===== src/rtl/blit_pkg.sv =====
package blit_pkg;

  localparam int DESC_BYTES  = 16;
  localparam int TABLE_BYTES = 256;
  localparam int ID_W        = $clog2(TABLE_BYTES / DESC_BYTES);
  localparam int OFF_W       = $clog2(DESC_BYTES);
  localparam int FIDX_W      = OFF_W + 1;
  localparam int COORD_W     = 16;
  localparam int BASE_W      = 32;

  localparam logic [1:0] OP_COPY   = 2'd0;
  localparam logic [1:0] OP_MASKED = 2'd1;

  typedef struct packed {
    logic [BASE_W-1:0]  base;
    logic [7:0]         pitch;
    logic [COORD_W-1:0] x;
    logic [COORD_W-1:0] y;
    logic [COORD_W-1:0] w;
    logic [COORD_W-1:0] h;
  } win_desc_t;

  typedef enum logic [2:0] {
    ST_IDLE,
    ST_FETCH,
    ST_SETUP,
    ST_READ,
    ST_WRITE
  } blit_state_t;

  function automatic logic op_known(input logic [1:0] op);
    return (op == OP_COPY) || (op == OP_MASKED);
  endfunction

  function automatic logic [COORD_W-1:0] min_coord(input logic [COORD_W-1:0] a,
                                                   input logic [COORD_W-1:0] b);
    return (a < b) ? a : b;
  endfunction

endpackage


===== src/rtl/blit_desc_store.sv =====
module blit_desc_store
  import blit_pkg::*;
(
  input  logic             clk,
  input  logic             rst_n,
  input  logic             wr_en,
  input  logic             wr_sel,
  input  logic [OFF_W-1:0] wr_off,
  input  logic [7:0]       wr_data,
  output win_desc_t        src_desc,
  output win_desc_t        dst_desc
);

  win_desc_t view [2];

  for (genvar g = 0; g < 2; g++) begin : g_slot
    win_desc_t slot_q;
    win_desc_t slot_d;
    logic      slot_en;

    assign slot_en = wr_en && (wr_sel == 1'(g));

    always_comb begin
      slot_d = slot_q;
      case (wr_off)
        4'd0:  slot_d.base[7:0]   = wr_data;
        4'd1:  slot_d.base[15:8]  = wr_data;
        4'd2:  slot_d.base[23:16] = wr_data;
        4'd3:  slot_d.base[31:24] = wr_data;
        4'd6:  slot_d.pitch       = wr_data;
        4'd7:  slot_d.x[7:0]      = wr_data;
        4'd8:  slot_d.x[15:8]     = wr_data;
        4'd9:  slot_d.y[7:0]      = wr_data;
        4'd10: slot_d.y[15:8]     = wr_data;
        4'd11: slot_d.w[7:0]      = wr_data;
        4'd12: slot_d.w[15:8]     = wr_data;
        4'd13: slot_d.h[7:0]      = wr_data;
        4'd14: slot_d.h[15:8]     = wr_data;
        default: ;
      endcase
    end

    always_ff @(posedge clk or negedge rst_n) begin
      if (!rst_n) begin
        slot_q <= '0;
      end else if (slot_en) begin
        slot_q <= slot_d;
      end
    end

    assign view[g] = slot_q;
  end

  assign src_desc = view[0];
  assign dst_desc = view[1];

endmodule


===== src/rtl/blit_addr_gen.sv =====
module blit_addr_gen
  import blit_pkg::*;
#(
  parameter int ADDR_W = 32
) (
  input  logic [BASE_W-1:0]  base,
  input  logic [7:0]         pitch,
  input  logic [COORD_W-1:0] x,
  input  logic [COORD_W-1:0] y,
  input  logic [COORD_W-1:0] row,
  input  logic [COORD_W-1:0] col,
  output logic [ADDR_W-1:0]  addr
);

  logic [ADDR_W-1:0] line_idx;
  logic [ADDR_W-1:0] line_off;

  always_comb begin
    line_idx = ADDR_W'(y) + ADDR_W'(row);
    line_off = (line_idx * ADDR_W'(pitch)) << 8;
    addr     = ADDR_W'(base) + line_off + ADDR_W'(x) + ADDR_W'(col);
  end

endmodule


===== src/rtl/blit_ctrl.sv =====
module blit_ctrl
  import blit_pkg::*;
#(
  parameter int                ADDR_W     = 32,
  parameter logic [ADDR_W-1:0] TABLE_ADDR = 'h0F00
) (
  input  logic               clk,
  input  logic               rst_n,
  input  logic               cmd_valid,
  input  logic [ID_W-1:0]    cmd_src_id,
  input  logic [ID_W-1:0]    cmd_dst_id,
  input  logic [1:0]         cmd_op,
  input  logic [COORD_W-1:0] src_w,
  input  logic [COORD_W-1:0] src_h,
  input  logic [COORD_W-1:0] dst_w,
  input  logic [COORD_W-1:0] dst_h,
  input  logic [ADDR_W-1:0]  src_addr,
  input  logic [ADDR_W-1:0]  dst_addr,
  input  logic               mem_ack,
  input  logic [7:0]         mem_rdata,
  output logic               mem_req,
  output logic               mem_we,
  output logic [ADDR_W-1:0]  mem_addr,
  output logic [7:0]         mem_wdata,
  output logic               desc_wr_en,
  output logic               desc_wr_sel,
  output logic [OFF_W-1:0]   desc_wr_off,
  output logic [7:0]         desc_wr_data,
  output logic [COORD_W-1:0] row,
  output logic [COORD_W-1:0] col,
  output logic               busy,
  output logic               done,
  output logic               err
);

  localparam logic [FIDX_W-1:0] FETCH_LAST = '1;

  blit_state_t        state_q, state_d;
  logic [FIDX_W-1:0]  fidx_q, fidx_d;
  logic [ID_W-1:0]    sid_q, sid_d, did_q, did_d;
  logic               masked_q, masked_d;
  logic [COORD_W-1:0] row_q, row_d, col_q, col_d;
  logic [COORD_W-1:0] w_q, w_d, h_q, h_d;
  logic [7:0]         data_q, data_d;
  logic               done_q, done_d, err_q, err_d;
  logic               step;
  logic [COORD_W-1:0] w_min, h_min;
  logic [ID_W-1:0]    fetch_id;
  logic [ADDR_W-1:0]  fetch_addr;

  assign w_min      = min_coord(src_w, dst_w);
  assign h_min      = min_coord(src_h, dst_h);
  assign fetch_id   = fidx_q[OFF_W] ? did_q : sid_q;
  assign fetch_addr = TABLE_ADDR + ADDR_W'({fetch_id, fidx_q[OFF_W-1:0]});

  always_comb begin
    state_d  = state_q;
    fidx_d   = fidx_q;
    sid_d    = sid_q;
    did_d    = did_q;
    masked_d = masked_q;
    row_d    = row_q;
    col_d    = col_q;
    w_d      = w_q;
    h_d      = h_q;
    data_d   = data_q;
    done_d   = done_q;
    err_d    = err_q;
    step     = 1'b0;
    mem_req  = 1'b0;
    mem_we   = 1'b0;
    mem_addr = fetch_addr;
    desc_wr_en = 1'b0;

    if (cmd_valid) begin
      if ((state_q == ST_IDLE) && op_known(cmd_op)) begin
        state_d  = ST_FETCH;
        fidx_d   = '0;
        sid_d    = cmd_src_id;
        did_d    = cmd_dst_id;
        masked_d = (cmd_op == OP_MASKED);
        done_d   = 1'b0;
        err_d    = 1'b0;
      end else begin
        err_d = 1'b1;
      end
    end

    case (state_q)
      ST_FETCH: begin
        mem_req = 1'b1;
        if (mem_ack) begin
          desc_wr_en = 1'b1;
          if (fidx_q == FETCH_LAST) state_d = ST_SETUP;
          else                      fidx_d  = fidx_q + FIDX_W'(1);
        end
      end
      ST_SETUP: begin
        w_d   = w_min;
        h_d   = h_min;
        row_d = '0;
        col_d = '0;
        if ((w_min == '0) || (h_min == '0)) begin
          state_d = ST_IDLE;
          done_d  = 1'b1;
        end else begin
          state_d = ST_READ;
        end
      end
      ST_READ: begin
        mem_req  = 1'b1;
        mem_addr = src_addr;
        if (mem_ack) begin
          data_d = mem_rdata;
          if (masked_q && (mem_rdata == 8'h00)) step    = 1'b1;
          else                                  state_d = ST_WRITE;
        end
      end
      ST_WRITE: begin
        mem_req  = 1'b1;
        mem_we   = 1'b1;
        mem_addr = dst_addr;
        if (mem_ack) step = 1'b1;
      end
      default: ;
    endcase

    if (step) begin
      state_d = ST_READ;
      if ((col_q + COORD_W'(1)) == w_q) begin
        col_d = '0;
        if ((row_q + COORD_W'(1)) == h_q) begin
          state_d = ST_IDLE;
          done_d  = 1'b1;
        end else begin
          row_d = row_q + COORD_W'(1);
        end
      end else begin
        col_d = col_q + COORD_W'(1);
      end
    end
  end

  always_ff @(posedge clk or negedge rst_n) begin
    if (!rst_n) begin
      state_q  <= ST_IDLE;
      fidx_q   <= '0;
      sid_q    <= '0;
      did_q    <= '0;
      masked_q <= 1'b0;
      row_q    <= '0;
      col_q    <= '0;
      w_q      <= '0;
      h_q      <= '0;
      data_q   <= '0;
      done_q   <= 1'b0;
      err_q    <= 1'b0;
    end else begin
      state_q  <= state_d;
      fidx_q   <= fidx_d;
      sid_q    <= sid_d;
      did_q    <= did_d;
      masked_q <= masked_d;
      row_q    <= row_d;
      col_q    <= col_d;
      w_q      <= w_d;
      h_q      <= h_d;
      data_q   <= data_d;
      done_q   <= done_d;
      err_q    <= err_d;
    end
  end

  assign mem_wdata    = data_q;
  assign desc_wr_sel  = fidx_q[OFF_W];
  assign desc_wr_off  = fidx_q[OFF_W-1:0];
  assign desc_wr_data = mem_rdata;
  assign row          = row_q;
  assign col          = col_q;
  assign busy         = (state_q != ST_IDLE);
  assign done         = done_q;
  assign err          = err_q;

endmodule


===== src/rtl/blit_engine.sv =====
module blit_engine
  import blit_pkg::*;
#(
  parameter int                ADDR_W     = 32,
  parameter logic [ADDR_W-1:0] TABLE_ADDR = 'h0F00
) (
  input  logic              clk,
  input  logic              rst_n,
  input  logic              cmd_valid,
  input  logic [ID_W-1:0]   cmd_src_id,
  input  logic [ID_W-1:0]   cmd_dst_id,
  input  logic [1:0]        cmd_op,
  output logic [7:0]        status,
  output logic              mem_req,
  output logic              mem_we,
  output logic [ADDR_W-1:0] mem_addr,
  output logic [7:0]        mem_wdata,
  input  logic              mem_ack,
  input  logic [7:0]        mem_rdata
);

  logic [1:0]         rst_pipe;
  logic               rst_core_n;
  win_desc_t          src_desc, dst_desc;
  logic               desc_wr_en, desc_wr_sel;
  logic [OFF_W-1:0]   desc_wr_off;
  logic [7:0]         desc_wr_data;
  logic [COORD_W-1:0] row, col;
  logic [ADDR_W-1:0]  src_addr, dst_addr;
  logic               busy, done, err;

  always_ff @(posedge clk or negedge rst_n) begin
    if (!rst_n) rst_pipe <= 2'b00;
    else        rst_pipe <= {rst_pipe[0], 1'b1};
  end
  assign rst_core_n = rst_pipe[1];

  blit_desc_store u_store (
    .clk      (clk),
    .rst_n    (rst_core_n),
    .wr_en    (desc_wr_en),
    .wr_sel   (desc_wr_sel),
    .wr_off   (desc_wr_off),
    .wr_data  (desc_wr_data),
    .src_desc (src_desc),
    .dst_desc (dst_desc)
  );

  blit_addr_gen #(.ADDR_W(ADDR_W)) u_src_addr (
    .base  (src_desc.base),
    .pitch (src_desc.pitch),
    .x     (src_desc.x),
    .y     (src_desc.y),
    .row   (row),
    .col   (col),
    .addr  (src_addr)
  );

  blit_addr_gen #(.ADDR_W(ADDR_W)) u_dst_addr (
    .base  (dst_desc.base),
    .pitch (dst_desc.pitch),
    .x     (dst_desc.x),
    .y     (dst_desc.y),
    .row   (row),
    .col   (col),
    .addr  (dst_addr)
  );

  blit_ctrl #(.ADDR_W(ADDR_W), .TABLE_ADDR(TABLE_ADDR)) u_ctrl (
    .clk          (clk),
    .rst_n        (rst_core_n),
    .cmd_valid    (cmd_valid),
    .cmd_src_id   (cmd_src_id),
    .cmd_dst_id   (cmd_dst_id),
    .cmd_op       (cmd_op),
    .src_w        (src_desc.w),
    .src_h        (src_desc.h),
    .dst_w        (dst_desc.w),
    .dst_h        (dst_desc.h),
    .src_addr     (src_addr),
    .dst_addr     (dst_addr),
    .mem_ack      (mem_ack),
    .mem_rdata    (mem_rdata),
    .mem_req      (mem_req),
    .mem_we       (mem_we),
    .mem_addr     (mem_addr),
    .mem_wdata    (mem_wdata),
    .desc_wr_en   (desc_wr_en),
    .desc_wr_sel  (desc_wr_sel),
    .desc_wr_off  (desc_wr_off),
    .desc_wr_data (desc_wr_data),
    .row          (row),
    .col          (col),
    .busy         (busy),
    .done         (done),
    .err          (err)
  );

  assign status = {5'b00000, err, done, busy};

endmodule


===== config.mk =====
export PLATFORM = sky130hd
export DESIGN_NAME = blit_engine
export DESIGN_NICKNAME = d
export VERILOG_FILES = /design/src/rtl/blit_pkg.sv /design/src/rtl/blit_desc_store.sv /design/src/rtl/blit_addr_gen.sv /design/src/rtl/blit_ctrl.sv /design/src/rtl/blit_engine.sv
export SDC_FILE = /design/constraint.sdc
export NUM_CORES = 1
export LEC_CHECK = 0
export BUFFER_PORTS_ARGS = -buffer_cell sky130_fd_sc_hd__buf_4
export CORE_MARGIN = 8
export CORE_UTILIZATION = 60
export CTS_BUF_LIST = sky130_fd_sc_hd__clkbuf_16
export CTS_CLUSTER_DIAMETER = 100
export CTS_CLUSTER_SIZE = 30
export DETAILED_ROUTE_END_ITERATION = 10
export HOLD_SLACK_MARGIN = 0.06
export PLACE_DENSITY = 0.78
export SKIP_CTS_REPAIR_TIMING = 1
export SKIP_LAST_GASP = 1
export SYNTH_ARGS = -nofsm -noshare
export SYNTH_HDL_FRONTEND = slang
export SYNTH_SLANG_ARGS = --single-unit

===== constraint.sdc =====
create_clock -name clk -period 26.6 [get_ports clk]
set_input_delay 3.99 -clock clk [delete_from_list [all_inputs] [get_ports clk]]
set_output_delay 3.99 -clock clk [all_outputs]
set_load 0.005 [all_outputs]

==> impl_metrics.tcl, run 1 <==
set metrics [dict create \
    synth_top_area_cell "dfrtp_1" \
    yosysSeqAreaShare 0.263 \
    die_h_um 234 \
    synth_enable_flop_cells 0 \
    drv_cap 0 \
    setup_violations 0 \
    wirelength_mm 71.1 \
    relSlewSlack 0.281 \
    ioPinCount 72 \
    synth_cell_types 80 \
    grt_usage 0.263 \
    slew_violations 0 \
    yosysWarnings 0 \
    skew_ns 0.0299 \
    drcViolationCount 0 \
    numCtsBuffers 15 \
    clock_sinks 301 \
    crit_required_ns 22.61 \
    clkTransAtPathRegs_ns 0.11 \
    vias_per_cell 5.99 \
    clock.fmax_mhz 72.7 \
    yosysMostFrequentCell "inv_1" \
    postRouteAntennaNets 0 \
    final.setup.worst_slack_ns 12.84 \
    fp-row-count 80 \
    rsz0062_at_grt "false" \
    grt-ovfl-total 0 \
    async_reset_ff_frac 1.00 \
    cts-root-buf "clkbuf_16" \
    cts-htree-levels 1 \
    core_area_sq_um 47300 \
    synthCells 2916 \
    netlist.area_leader.share 0.263 \
    cts_tree "built" \
    hold_viol 0 \
    slowest_stage "xor2_1" \
    grt_max_degree 166 \
    syn_to_final_growth_pct 4.78 \
    finalSetupTns_ns 0 \
    leakage_nw 15.4 \
    yosys_register_bits 301 \
    cp_slowest_stage_delay_ns 0.56 \
    min_period_ns 13.76 \
    ys.flop_type "dfrtp_1" \
    clk_latency_ns 0.53 \
    clockBufferDepth 3 \
    portBuffers 66 \
    ys_top_cells_by_area "dfrtp_1 26%, fa_1 16%, ha_1 13%" \
    grt_pass1_wl_mm 116 \
    min_period_over_period 0.517 \
    gp_congestion 0.930 \
    ys_top_cells_by_count "348 x inv_1, 301 x dfrtp_1, 287 x ha_1" \
    vdd_drop_max_mv 0.0819 \
    synth.avg_cell_area_sq_um 9.80 \
    drt_iter0_markers 1426 \
    initial_core_util 0.604 \
    grt_pass1_vias 22268 \
    startpoint_type "register" \
    drive_above_1_share 0.118 \
    hp-class "register to register" \
    nets 3448 \
    end_kind "primary output" \
    status "complete, no violations" \
    die_area_sq_um 54900 \
    place_ws_ns 13.43 \
    cp.arrival_ns 9.77 \
    pwr_density_cell_nw_per_um2 88.5 \
    tightest_slew_ns 1.07 \
    critical_path_peak_fanout 8 \
    dp_hpwl_mm 53.9 \
    fin_hold_ws_ns 0.362 \
    antenna_found_initial 3 \
    die_w_um 234 \
    critPathKind "register to primary output" \
    wl_per_cell_um 20.1 \
    netlist_area_sq_um 28600 \
    drt-pass1-iter-count 5 \
    vias 21169 \
]
logic make-up after synthesis:
kind of cell / Yosys count / synth area share
fa+ha+maj: 517 / 0.287
flops: 301 / 0.263
compound gates: 496 / 0.108
buf+inv: 449 / 0.0616
mux: 236 / 0.0925
simple gates: 743 / 0.135
other cells: 2 / 0.000263
xor+xnor: 172 / 0.0527
critical path: cells and delay by family (launching register included):
family / cells / cell delay (ns)
buf+inv: 4 / 0.31
fa+ha+maj: 9 / 3.52
simple gates: 4 / 0.73
flops: 1 / 0.48
compound gates: 16 / 3.08
xor+xnor: 3 / 1.09
sequential cells by signal (all words and copies together), names as in the netlist:
| name | count |
|---|---|
| u_store.dst_desc | 104 |
| u_ctrl.err | 1 |
| u_ctrl.done | 1 |
| u_ctrl.state_q | 3 |
| rst_pipe | 2 |
| u_ctrl.h_q | 16 |
| u_ctrl.sid_q | 4 |
| u_ctrl.fidx_q | 5 |
| u_ctrl.row | 16 |
| u_ctrl.col | 16 |
| u_ctrl.did_q | 4 |
| u_store.src_desc | 104 |
| u_ctrl.w_q | 16 |
| u_ctrl.mem_wdata | 8 |
| u_ctrl.masked_q | 1 |
layout by cell type, fill, tap and decap left out, types with 11 or more instances in the layout:
cell	n
ha_1	287
a21o_1	60
fa_1	230
xnor2_1	114
xor2_1	58
o31ai_1	15
mux2_2	225
o21a_1	11
mux2i_1	11
inv_1	350
nand4_1	19
o21ai_0	111
o21ai_1	39
o21bai_1	23
nor2_1	126
a211oi_1	16
nand2b_1	21
clkbuf_16	15
and2_1	210
buf_4	72
nand2_1	182
nor4_1	21
a21oi_1	131
dfrtp_1	300
nand3_1	45
o22ai_1	16
nor2b_1	36
and3_1	18
nor3_1	31
metrics by stage:
stage / instance area, sq um / power, mW / instances / util
2_1_floorplan: 28600 / 1.93 / 2920 / -
4_1_cts: 30000 / 2.64 / 3530 / 0.633
3_5_place_dp: 29500 / 2.36 / 3507 / 0.623
5_1_grt: 30000 / 2.88 / 3530 / 0.633
3_3_place_gp: 29500 / 2.29 / 3507 / 0.623
6_report: 30000 / 2.65 / 3532 / 0.633
where the power goes:
group / switching (mW) / leakage (nW) / internal, mW / total, mW
Clock: 0.159 / 0.226 / 0.110 / 0.269
Combinational: 0.993 / 11.1 / 0.717 / 1.71
Sequential: 0.120 / 4.02 / 0.553 / 0.673
routing by layer:
layer / vias up / share of wire / global-route usage
met5: - / 0.00018 / 0
met4: 2 / 0.036 / 0.0916
met3: 158 / 0.065 / 0.0448
met2: 695 / 0.48 / 0.448
met1: 10557 / 0.42 / 0.336
li1: 9757 / - / -
path summary, 6_finish.rpt:
check                               from  cells after the start  slack [ns]         endpoint
hold / removal               rst_pipe[0]                      0        0.36      rst_pipe[1]
setup reg to reg           u_ctrl.col[0]                     11       22.20    u_ctrl.col[5]
max in group asynchronous          rst_n                      1       23.29      rst_pipe[1]
hold reg to reg              rst_pipe[0]                      0        0.36      rst_pipe[1]
setup / recovery           u_ctrl.row[1]                     36       12.84     mem_addr[31]
min in group asynchronous    rst_pipe[1]                      0        0.48  u_ctrl.sid_q[1]
layout make-up:
| class | count | area, sq um |
|---|---|---|
| Sequential cell | 301 | 7540 |
| Clock inverter | 8 | 81.3 |
| Fill cell | 3817 | 17400 |
| Inverter | 348 | 1310 |
| Multi-Input combinational cell | 2170 | 19300 |
| Antenna cell | 2 | 5.00 |
| Tap cell | 615 | 769 |
| Clock buffer | 15 | 375 |
| Timing Repair Buffer | 73 | 561 |
Power figures use the tool's default switching activity.
==> run 2, diff against run 1 <==
==> constraint.sdc (replaced) <==
create_clock -name clk -period 13.65 [get_ports clk]
set_input_delay 2.0475 -clock clk [delete_from_list [all_inputs] [get_ports clk]]
set_output_delay 2.0475 -clock clk [all_outputs]
set_load 0.005 [all_outputs]
==> impl_metrics.tcl, run 2 (synthesized netlist as in run 1, its figures left out) <==
set metrics [dict create \
    status "complete, no violations" \
    critPathKind "register to primary output" \
    wirelength_mm 71.7 \
    slowest_stage "xor2_1" \
    initial_core_util 0.604 \
    min_period_ns 11.92 \
    pwr_density_cell_nw_per_um2 173 \
    vdd_drop_max_mv 0.166 \
    crit_required_ns 11.60 \
    clockBufferDepth 3 \
    fp-row-count 80 \
    tightest_slew_ns 1.09 \
    die_w_um 234 \
    final_common_cell "inv_1" \
    final.setup.worst_slack_ns 1.73 \
    vias_per_cell 6.01 \
    cts-htree-levels 1 \
    setup_violations 0 \
    hp-class "register to register" \
    dp_hpwl_mm 54.4 \
    critical_path_peak_fanout 8 \
    holdPathStages 0 \
    slew_violations 0 \
    startpoint_type "register" \
    clock.fmax_mhz 83.9 \
    fin_cells 3531 \
    wl_per_cell_um 20.3 \
    seq_area_sq_um 7540 \
    portBuffers 66 \
    grt_usage 0.264 \
    r2r_cells 11 \
    hold_path_startpoint "rst_pipe[0]" \
    ioPinCount 72 \
    r2r_slack_ns 9.21 \
    skew_ns 0.0378 \
    die_area_sq_um 54900 \
    cp.arrival_ns 9.88 \
    core_area_sq_um 47300 \
    drt-pass1-iter-count 5 \
    die_h_um 234 \
    drcViolationCount 0 \
    clk_latency_ns 0.56 \
    postRouteAntennaNets 0 \
    grt-ovfl-total 0 \
    hold_viol 0 \
    cts_tree "built" \
    final_cell_mix "348 x inv_1, 300 x dfrtp_1, 287 x ha_1" \
    cp_slowest_stage_delay_ns 0.58 \
    syn_to_final_growth_pct 4.92 \
    nFillCells 3802 \
    grt_pass1_wl_mm 115 \
    numCtsBuffers 16 \
    worstReg2RegStart "u_ctrl.col[0]" \
    place_ws_ns 2.44 \
    r2r_end "u_ctrl.col[5]" \
    cts-root-buf "clkbuf_16" \
    hold_end "rst_pipe[1]" \
    min_period_over_period 0.874 \
    drive_above_1_share 0.119 \
    clkTransAtPathRegs_ns 0.11 \
    finalSetupTns_ns 0 \
    total_power_mw 5.19 \
    nets 3449 \
    leakage_nw 15.4 \
    gp_congestion 0.930 \
    grt_pass1_vias 22188 \
    end_kind "primary output" \
    antenna_found_initial 2 \
    drt_iter0_markers 1449 \
    grt_max_degree 166 \
    vias 21210 \
    dp_cells 3507 \
    drv_cap 0 \
    multi_input_area_sq_um 19300 \
    relSlewSlack 0.272 \
    rsz0062_at_grt "false" \
    clock_sinks 301 \
]
## run 2: metrics by stage
| stage | hold WS (ns) | utilization | area [sq um] |
|---|---|---|---|
| after floorplan | 0.331 | - | 28600 |
| after global placement | 0.336 | 0.623 | 29500 |
| after detailed placement | 0.339 | 0.623 | 29500 |
| after CTS | 0.364 | 0.633 | 30000 |
| after global routing | 0.368 | 0.633 | 30000 |
| final | 0.360 | 0.634 | 30000 |
## run 2: layer usage
layer	GRT usage	vias up	share of wire
li1	-	9785	-
met1	0.330	10568	0.41
met2	0.452	709	0.48
met3	0.0431	148	0.071
met4	0.104	0	0.044
met5	0	-	0
## run 2: worst max-delay path, delay by kind of cell (launching register included)
kind | cells | cell delay [ns]
AO/OA/AOI/OAI | 16 | 3.14
AND/OR/NAND/NOR | 4 | 0.75
adder cells (fa/ha/maj) | 9 | 3.52
buffers and inverters | 4 | 0.32
flip-flops | 1 | 0.48
XOR/XNOR | 3 | 1.10
## run 2: final cells by class
cell class | count | area share
Multi-Input combinational cell | 2170 | 0.644
Sequential cell | 301 | 0.251
Inverter | 348 | 0.0435
Tap cell | 615 | 0.0257
Timing Repair Buffer | 73 | 0.0187
Clock buffer | 16 | 0.0133
Clock inverter | 7 | 0.00330
Antenna cell | 1 | 0.0000834
## run 2: where the power goes
group	leakage [nW]	switching (mW)	total, mW	internal, mW
registers	4.02	0.236	1.31	1.08
logic	11.1	1.92	3.32	1.40
clock network	0.241	0.316	0.559	0.243
## run 2: worst max path at each step
stage / start / endpoint / slack, ns / cells past startpoint
after floorplan: u_ctrl.row[0] / mem_addr[30] / 3.59 / 36
final: u_ctrl.row[1] / mem_addr[31] / 1.73 / 36
after global routing: u_ctrl.row[1] / mem_addr[31] / 1.16 / 37
after detailed placement: u_ctrl.row[1] / mem_addr[31] / 2.44 / 36
after global placement: u_ctrl.row[1] / mem_addr[31] / 2.63 / 36
after CTS: u_ctrl.row[1] / mem_addr[31] / 1.80 / 36
==> run 3, diff against run 2 <==
--- a/config.mk
+++ b/config.mk
@@ -5,6 +5,7 @@
 export SDC_FILE = /design/constraint.sdc
 export NUM_CORES = 1
 export LEC_CHECK = 0
+export ABC_AREA = 1
 export BUFFER_PORTS_ARGS = -buffer_cell sky130_fd_sc_hd__buf_4
 export CORE_MARGIN = 8
 export CORE_UTILIZATION = 60
@@ -16,6 +17,7 @@
 export PLACE_DENSITY = 0.78
 export SKIP_CTS_REPAIR_TIMING = 1
 export SKIP_LAST_GASP = 1
+export SLEW_MARGIN = 10
 export SYNTH_ARGS = -nofsm -noshare
 export SYNTH_HDL_FRONTEND = slang
 export SYNTH_SLANG_ARGS = --single-unit
==> impl_metrics.tcl, run 3 <==
set metrics [dict create \
    synth_enable_flop_cells 0 \
    r2r_end "u_ctrl.state_q[0]" \
    rsz0062_at_grt "false" \
    fin_hold_ws_ns 0.365 \
    hp-class "register to register" \
    min_period_ns 11.71 \
    tightest_slew_ns 1.20 \
    wl_per_cell_um 18.2 \
    vdd_drop_max_mv 0.193 \
    cts_tree "built" \
    crit_required_ns 11.60 \
    antenna_cells 0 \
    ys.flop_type "dfrtp_1" \
    cts-htree-levels 1 \
    hold_viol 0 \
    drt_iter0_markers 2351 \
    nFillCells 4315 \
    postRouteAntennaNets 0 \
    crit_buf_inv 5 \
    slew_violations 0 \
    synth.avg_cell_area_sq_um 7.64 \
    startpoint_type "register" \
    dp_hpwl_mm 63.4 \
    numCtsBuffers 18 \
    hold_path_startpoint "rst_pipe[0]" \
    grt-ovfl-total 0 \
    drt-pass1-iter-count 5 \
    drcViolationCount 0 \
    final_area_sq_um 31300 \
    initial_core_util 0.606 \
    r2r_slack_ns 10.12 \
    cp_slowest_stage_delay_ns 0.53 \
    synth_top_area_cell "dfrtp_1" \
    nets 4414 \
    grt_pass1_vias 24326 \
    drive_above_1_share 0.0517 \
    placed_area_sq_um 30600 \
    cts-root-buf "clkbuf_16" \
    vias_per_cell 5.67 \
    holdPathStages 0 \
    die_area_sq_um 56600 \
    ys_top_cells_by_count "851 x nand2_1, 573 x inv_1, 458 x nor2_1" \
    async_reset_ff_frac 1.00 \
    cp_common_cell "nand2_1" \
    slowest_stage "fa_1" \
    total_power_mw 5.77 \
    min_period_over_period 0.858 \
    r2r_cells 16 \
    grt_pass1_wl_mm 131 \
    synthCells 3870 \
    critical_path_peak_fanout 8 \
    final_cell_mix "851 x nand2_1, 575 x inv_1, 457 x nor2_1" \
    drv_cap 0 \
    yosysSeqAreaShare 0.255 \
    die_w_um 238 \
    grt_usage 0.288 \
    die_h_um 238 \
    wirelength_mm 82.8 \
    ys_top_cells_by_area "dfrtp_1 25%, fa_1 16%, ha_1 12%" \
    antenna_found_initial 3 \
    clock.fmax_mhz 85.4 \
    pwr_density_cell_nw_per_um2 185 \
    worstReg2RegStart "u_store.src_desc[13]" \
    cp.arrival_ns 9.66 \
    fp-row-count 81 \
    leakage_nw 16.8 \
    grt_max_degree 71 \
    critPathKind "register to primary output" \
    relSlewSlack 0.194 \
    core_area_sq_um 48700 \
    syn_to_final_growth_pct 5.86 \
    portBuffers 66 \
    yosysMostFrequentCell "nand2_1" \
    setup_violations 0 \
    netlist_area_sq_um 29600 \
    synth_cell_types 57 \
    gp_congestion 1.00 \
    hold_end "rst_pipe[1]" \
    clkTransAtPathRegs_ns 0.12 \
    yosysWarnings 0 \
    vias 25804 \
    ioPinCount 72 \
    skew_ns 0.0469 \
    finalSetupTns_ns 0 \
    cpLargestDelayFamily "adder cells" \
    clk_latency_ns 0.57 \
    status "complete, no violations" \
    yosys_register_bits 301 \
    final_common_cell "nand2_1" \
    clock_sinks 301 \
    netlist.area_leader.share 0.255 \
    clockBufferDepth 3 \
    end_kind "primary output" \
]
==> run 3: area by class of cell <==
type | instances | area [sq um] | share of cell area
Clock buffer | 19 | 475 | 0.0152
Clock inverter | 12 | 205 | 0.00656
Inverter | 585 | 2200 | 0.0702
Multi-Input combinational cell | 2884 | 19400 | 0.620
Sequential cell | 301 | 7540 | 0.241
Tap cell | 664 | 831 | 0.0266
Timing Repair Buffer | 85 | 638 | 0.0204
==> run 3: power by group <==
group          switching [mW]  internal [mW]
combinational            2.44           1.40
sequential              0.167           1.10
clock                   0.371          0.298
==> run 3: cells by family after synthesis <==
family                   after synthesis  synth area share
AND/OR/NAND/NOR                     1604             0.227
buffers and inverters                689            0.0897
AO/OA/AOI/OAI                        651             0.118
adder cells (fa/ha/maj)              517             0.277
flip-flops                           301             0.255
XOR/XNOR                             106            0.0326
other                                  2          0.000254
==> run 3: metrics by stage <==
stage               instances  worst slack, ns  utilization
finish                   4550             1.94        0.642
global route             4550             1.29        0.642
CTS                      4550             2.01        0.642
detailed placement       4519             2.64        0.628
global placement         4519             2.82        0.628
floorplan                3874             3.96            -
==> run 3: how the worst max path moves through the flow <==
stage	from	endpoint	slack [ns]	cells after the start
after floorplan	u_ctrl.row[0]	mem_addr[31]	3.96	41
after global placement	u_ctrl.row[4]	mem_addr[31]	2.82	43
after detailed placement	u_ctrl.row[0]	mem_addr[31]	2.64	42
after CTS	u_ctrl.row[0]	mem_addr[31]	2.01	42
after global routing	u_ctrl.row[0]	mem_addr[31]	1.29	42
final	u_ctrl.row[0]	mem_addr[31]	1.94	42
==> run 3: metal layers <==
metal	global-route usage	wire, um	share of wire
met1	0.396	35500	0.43
met3	0.0381	6030	0.073
met4	0.0904	2770	0.033
met5	0	0	0
met2	0.473	38400	0.46
